`src/rtl/otp_pkg.sv`:
```
package otp_pkg;

    typedef enum logic [1:0] {
        PS_IDLE   = 2'd0,
        PS_BURN   = 2'd1,
        PS_REJECT = 2'd2
    } prog_state_t;

endpackage

```
`src/rtl/otp_prog_fsm.sv`:
```
module otp_prog_fsm
    import otp_pkg::*;
#(
    parameter int ADDR_W = 8,
    parameter int DATA_W = 4
) (
    input  logic              clk,
    input  logic              rst,
    input  logic              chip_on,
    input  logic              burn_req,
    input  logic [DATA_W-1:0] burn_bit,
    input  logic [ADDR_W-1:0] addr,
    output logic              wr_en,
    output logic [ADDR_W-1:0] wr_addr,
    output logic [DATA_W-1:0] wr_mask,
    output logic              burn_err
);

    prog_state_t state_q, state_d;
    logic        req_ok;

    always_comb begin
        req_ok = !chip_on && ($countones(burn_bit) == 1);
    end

    always_comb begin
        state_d = state_q;
        unique case (state_q)
            PS_IDLE, PS_BURN, PS_REJECT: begin
                if (!burn_req)   state_d = PS_IDLE;
                else if (req_ok) state_d = PS_BURN;
                else             state_d = PS_REJECT;
            end
            default: state_d = PS_IDLE;
        endcase
    end

    always_ff @(posedge clk) begin
        if (rst) state_q <= PS_IDLE;
        else     state_q <= state_d;
    end

    always_ff @(posedge clk) begin
        if (rst) begin
            wr_addr <= '0;
            wr_mask <= '0;
        end else if (burn_req && req_ok) begin
            wr_addr <= addr;
            wr_mask <= burn_bit;
        end
    end

    always_comb begin
        wr_en    = 1'b0;
        burn_err = 1'b0;
        unique case (state_q)
            PS_IDLE:   ;
            PS_BURN:   wr_en    = 1'b1;
            PS_REJECT: burn_err = 1'b1;
            default:   ;
        endcase
    end

endmodule

```
`src/rtl/otp_fuse_array.sv`:
```
module otp_fuse_array #(
    parameter int ADDR_W = 8,
    parameter int DATA_W = 4
) (
    input  logic              clk,
    input  logic              rst,
    input  logic              wr_en,
    input  logic [ADDR_W-1:0] wr_addr,
    input  logic [DATA_W-1:0] wr_mask,
    input  logic [ADDR_W-1:0] rd_addr,
    output logic [DATA_W-1:0] rd_data
);

    localparam int DEPTH = 1 << ADDR_W;

    logic [DATA_W-1:0] words [DEPTH];

    for (genvar w = 0; w < DEPTH; w++) begin : g_word
        always_ff @(posedge clk) begin
            if (rst)
                words[w] <= '1;
            else if (wr_en && (wr_addr == ADDR_W'(w)))
                words[w] <= words[w] & ~wr_mask;
        end
    end

    always_comb begin
        rd_data = words[rd_addr];
    end

endmodule

```
`src/rtl/otp_read_port.sv`:
```
module otp_read_port #(
    parameter int DATA_W = 4
) (
    input  logic              clk,
    input  logic              rst,
    input  logic              chip_on,
    input  logic [DATA_W-1:0] rd_data,
    output logic [DATA_W-1:0] dout,
    output logic              dout_en
);

    always_ff @(posedge clk) begin
        if (rst) begin
            dout    <= '0;
            dout_en <= 1'b0;
        end else begin
            dout_en <= chip_on;
            dout    <= chip_on ? rd_data : '0;
        end
    end

endmodule

```
`src/rtl/otp_fuse_rom.sv`:
```
module otp_fuse_rom #(
    parameter int ADDR_W = 8,
    parameter int DATA_W = 4
) (
    input  logic              clk,
    input  logic              rst,
    input  logic [ADDR_W-1:0] addr,
    input  logic              sel1_n,
    input  logic              sel2_n,
    input  logic              burn_req,
    input  logic [DATA_W-1:0] burn_bit,
    output logic [DATA_W-1:0] dout,
    output logic              dout_en,
    output logic              burn_err
);

    logic              chip_on;
    logic              wr_en;
    logic [ADDR_W-1:0] wr_addr;
    logic [DATA_W-1:0] wr_mask;
    logic [DATA_W-1:0] rd_data;

    always_comb begin
        chip_on = !sel1_n && !sel2_n;
    end

    otp_prog_fsm #(.ADDR_W(ADDR_W), .DATA_W(DATA_W)) u_fsm (
        .clk      (clk),
        .rst      (rst),
        .chip_on  (chip_on),
        .burn_req (burn_req),
        .burn_bit (burn_bit),
        .addr     (addr),
        .wr_en    (wr_en),
        .wr_addr  (wr_addr),
        .wr_mask  (wr_mask),
        .burn_err (burn_err)
    );

    otp_fuse_array #(.ADDR_W(ADDR_W), .DATA_W(DATA_W)) u_array (
        .clk     (clk),
        .rst     (rst),
        .wr_en   (wr_en),
        .wr_addr (wr_addr),
        .wr_mask (wr_mask),
        .rd_addr (addr),
        .rd_data (rd_data)
    );

    otp_read_port #(.DATA_W(DATA_W)) u_rd (
        .clk     (clk),
        .rst     (rst),
        .chip_on (chip_on),
        .rd_data (rd_data),
        .dout    (dout),
        .dout_en (dout_en)
    );

endmodule

```
`config.mk`:
```
export PLATFORM = sky130hd
export DESIGN_NAME = otp_fuse_rom
export DESIGN_NICKNAME = d
export VERILOG_FILES = /design/src/rtl/otp_pkg.sv /design/src/rtl/otp_prog_fsm.sv /design/src/rtl/otp_fuse_array.sv /design/src/rtl/otp_read_port.sv /design/src/rtl/otp_fuse_rom.sv
export SDC_FILE = /design/constraint.sdc
export NUM_CORES = 2
export LEC_CHECK = 0
export ABC_AREA = 1
export BUFFER_PORTS_ARGS = -buffer_cell sky130_fd_sc_hd__buf_4
export CORE_UTILIZATION = 64
export DETAILED_ROUTE_END_ITERATION = 7
export PLACE_DENSITY = 0.79
export SYNTH_ARGS = -nofsm -noshare
export SYNTH_HDL_FRONTEND = slang
export SYNTH_SLANG_ARGS = --single-unit
```
`constraint.sdc`:
```
create_clock -name clk -period 3.3 [get_ports clk]
set_input_delay 0.66 -clock clk [delete_from_list [all_inputs] [get_ports clk]]
set_output_delay 0.66 -clock clk [all_outputs]
set_load 0.02 [all_outputs]
```
==> impl_metrics.ini <==
[setup_path]
crit_fanout = 23
crit_type = register to register
reg2reg_setup_slack_ns = 0.51
critPathLaunchType = register
worstSetupEndpointType = register
cp.required_ns = 3.62
crit_arrival_ns = 3.11

[global_route]
grt_overflow = 0
grt_max_degree = 154
grt_util_all_layers = 0.363
antenna_found_initial = 2
grt_pass1_wl_microns = 240000
grt_pass1_vias = 43300

[clocking]
clock_sinks = 1043
holdBufCountCts = 0
clock_path_buffers = 3
path_clk_slew_ns = 0.06
cts_tree = built
ctsHtreeMaxLevel = 3
cts_buffers = 107
insertion_delay_ns = 0.69
cts_root_buf = clkbuf_16
ctsResizeCount = 0
post-cts-setup-buffer-count = 0

[timing]
worst_pin_slew_ns = 0.954
fmax_mhz = 359
hold_viol = 0
finalSetupViolCount = 0
finalSetupTns_ns = 0
slew_headroom = 0.362
fin_crit_sh = 0.845
min_period_ns = 2.79
grt_setup_unrepaired = no
maxSlewViolCount = 0
worst_clock_skew_ns = 0.0189

[place]
gp_congestion = 0.913
port_buffers = 22
post-place-cells = 6980
dp_hpwl_microns = 91700

[layout]
nFillCells = 6251
layout.cells.non_filler = 7183
area_delta_synth_final_pct = 8.15
fin_nets = 6040
multi_input_area_sq_um = 19400
seqCellArea_sq_um = 31100
drive_gt1_frac = 0.0525
post-route-util = 0.700

[yosys]
synth_seq_area_share = 0.586
yosysUniqueCellTypes = 20
syn_area_sq_um = 53100
ys_warn_count = 0
postSynthCellCount = 6252
syn_avg_cell_area_sq_um = 8.50
synth_fp_nets = 6273
synth.ff_latch_count = 1043

[hold_path]
worstHoldPathType = input pin to register

[route]
drt-initial-drc-count = 6681
dr.pass1.iters = 8
routed_wl_microns = 154000
ant_nets = 0
drc = 21
routedWlPerCell_microns = 21.5
vias_per_cell = 6.36
vias = 45700

[run]
maxCapViolCount = 0

[run_status]
status = finished, violations left
violations = design-rule violations

[power]
power_density_nw_per_um2 = 517
p_leak_nw = 23.7
ir_worst_vdd_mv = 0.592

[die]
fp-row-count = 105
start_util = 0.647
dieArea_sq_um = 84200
dieHeight_microns = 290
die-width_microns = 290
io_pins = 23
coreArea_sq_um = 82100
[cell families (layout without fill, tap and decap cells)]
family / count (synthesis) / after routing / share of synthesized area
AND/OR/NAND/NOR: 3993 / 3993 / 0.308
flip-flops: 1043 / 1043 / 0.586
buffers and inverters: 633 / 491 / 0.0506
AO/OA/AOI/OAI: 579 / 579 / 0.0545
adder cells (fa/ha/maj): 4 / 4 / 0.00108
other: 0 / 3 / 0
[critical path, stage by stage, from the launching register on]
cell and delay, ns:
dfxtp_1 0.31, inv_1 0.07, nand2_1 0.17, clkinv_1 0.31, nand2_2 0.62, buf_4 0.43, o21ai_0 0.51
[sequential cells by signal, summed over array words and instances, names as in the netlist]
signal         flops
u_fsm.state_q      2
u_rd.dout_en       1
u_fsm.wr_mask      4
u_rd.dout          4
u_array.words   1024
u_fsm.wr_addr      8
[per-layer routing]
metal | GRT usage | share of wire | vias to the layer above
met5 | 0 | 0.00011 | -
met4 | 0.177 | 0.051 | 2
met3 | 0.0751 | 0.14 | 527
met2 | 0.562 | 0.45 | 3372
met1 | 0.492 | 0.36 | 21200
li1 | - | - | 20600
[per-stage QoR]
| step | setup WS, ns | area, sq um | hold slack, ns | power, W |
|---|---|---|---|---|
| after CTS | 0.556 | 57500 | 0.251 | 0.0297 |
| after floorplan | 0.662 | 53100 | 0.471 | 0.0168 |
| after global placement | 0.257 | 54000 | 0.497 | 0.0177 |
| final | 0.513 | 57500 | 0.269 | 0.0297 |
| after global routing | 0.418 | 57500 | 0.274 | 0.0305 |
| after detailed placement | 0.168 | 54000 | 0.493 | 0.0177 |
[cells in the final DEF, fill, tap and decap left out, types with 4 or more instances in the layout]
cell           n
nand2_1     2835
edfxtp_1    1024
nand3_1      855
o21ai_0      461
nor3_1       247
inv_1        141
a21oi_1      118
clkbuf_16    109
buf_4         97
nor2_1        44
buf_12        39
clkinv_2      28
clkinv_1      24
dfxtp_1       18
clkbuf_1      17
nand2_2       11
bufinv_16     11
inv_8          7
clkinvlp_4     6
inv_6          4
[synth_stat cells (all sizes together)]
cell | n | area [sq um]
nand2 | 2846 | 10700
edfxtp | 1024 | 30700
nand3 | 855 | 4280
o21ai | 461 | 2310
clkbuf | 301 | 1130
nor3 | 247 | 1240
buf | 180 | 987
inv | 148 | 556
a21oi | 118 | 591
nor2 | 44 | 165
dfxtp | 19 | 380
clkinv | 4 | 15.0
ha | 3 | 37.5
fa | 1 | 20.0
nor4 | 1 | 6.26
[cell type report]
class / instances / share of cell area
clock inverters: 74 / 0.0117
diodes: 3 / 0.000131
clock buffers: 126 / 0.0486
well taps: 1070 / 0.0233
repair buffers: 139 / 0.0270
multi-input cells: 4576 / 0.337
flip-flops and latches: 1043 / 0.542
inverters: 152 / 0.0109
[power by group]
part / internal, W / total, W / switching [W]
Combinational: 0.000715 / 0.00306 / 0.00235
Clock: 0.00690 / 0.0121 / 0.00523
Sequential: 0.0145 / 0.0145 / 0.0000240
Total: 0.0221 / 0.0297 / 0.00761
[final timing paths]
path | endpoint | from | depth (start not counted)
max | u_array.words[52][2] | u_fsm.state_q[1] | 6
min reg2reg | u_fsm.wr_addr[5] | u_fsm.wr_addr[5] | 2
max reg2reg | u_array.words[52][2] | u_fsm.state_q[1] | 6
min | u_fsm.state_q[0] | burn_req | 3
Power figures use the tool's default switching activity.
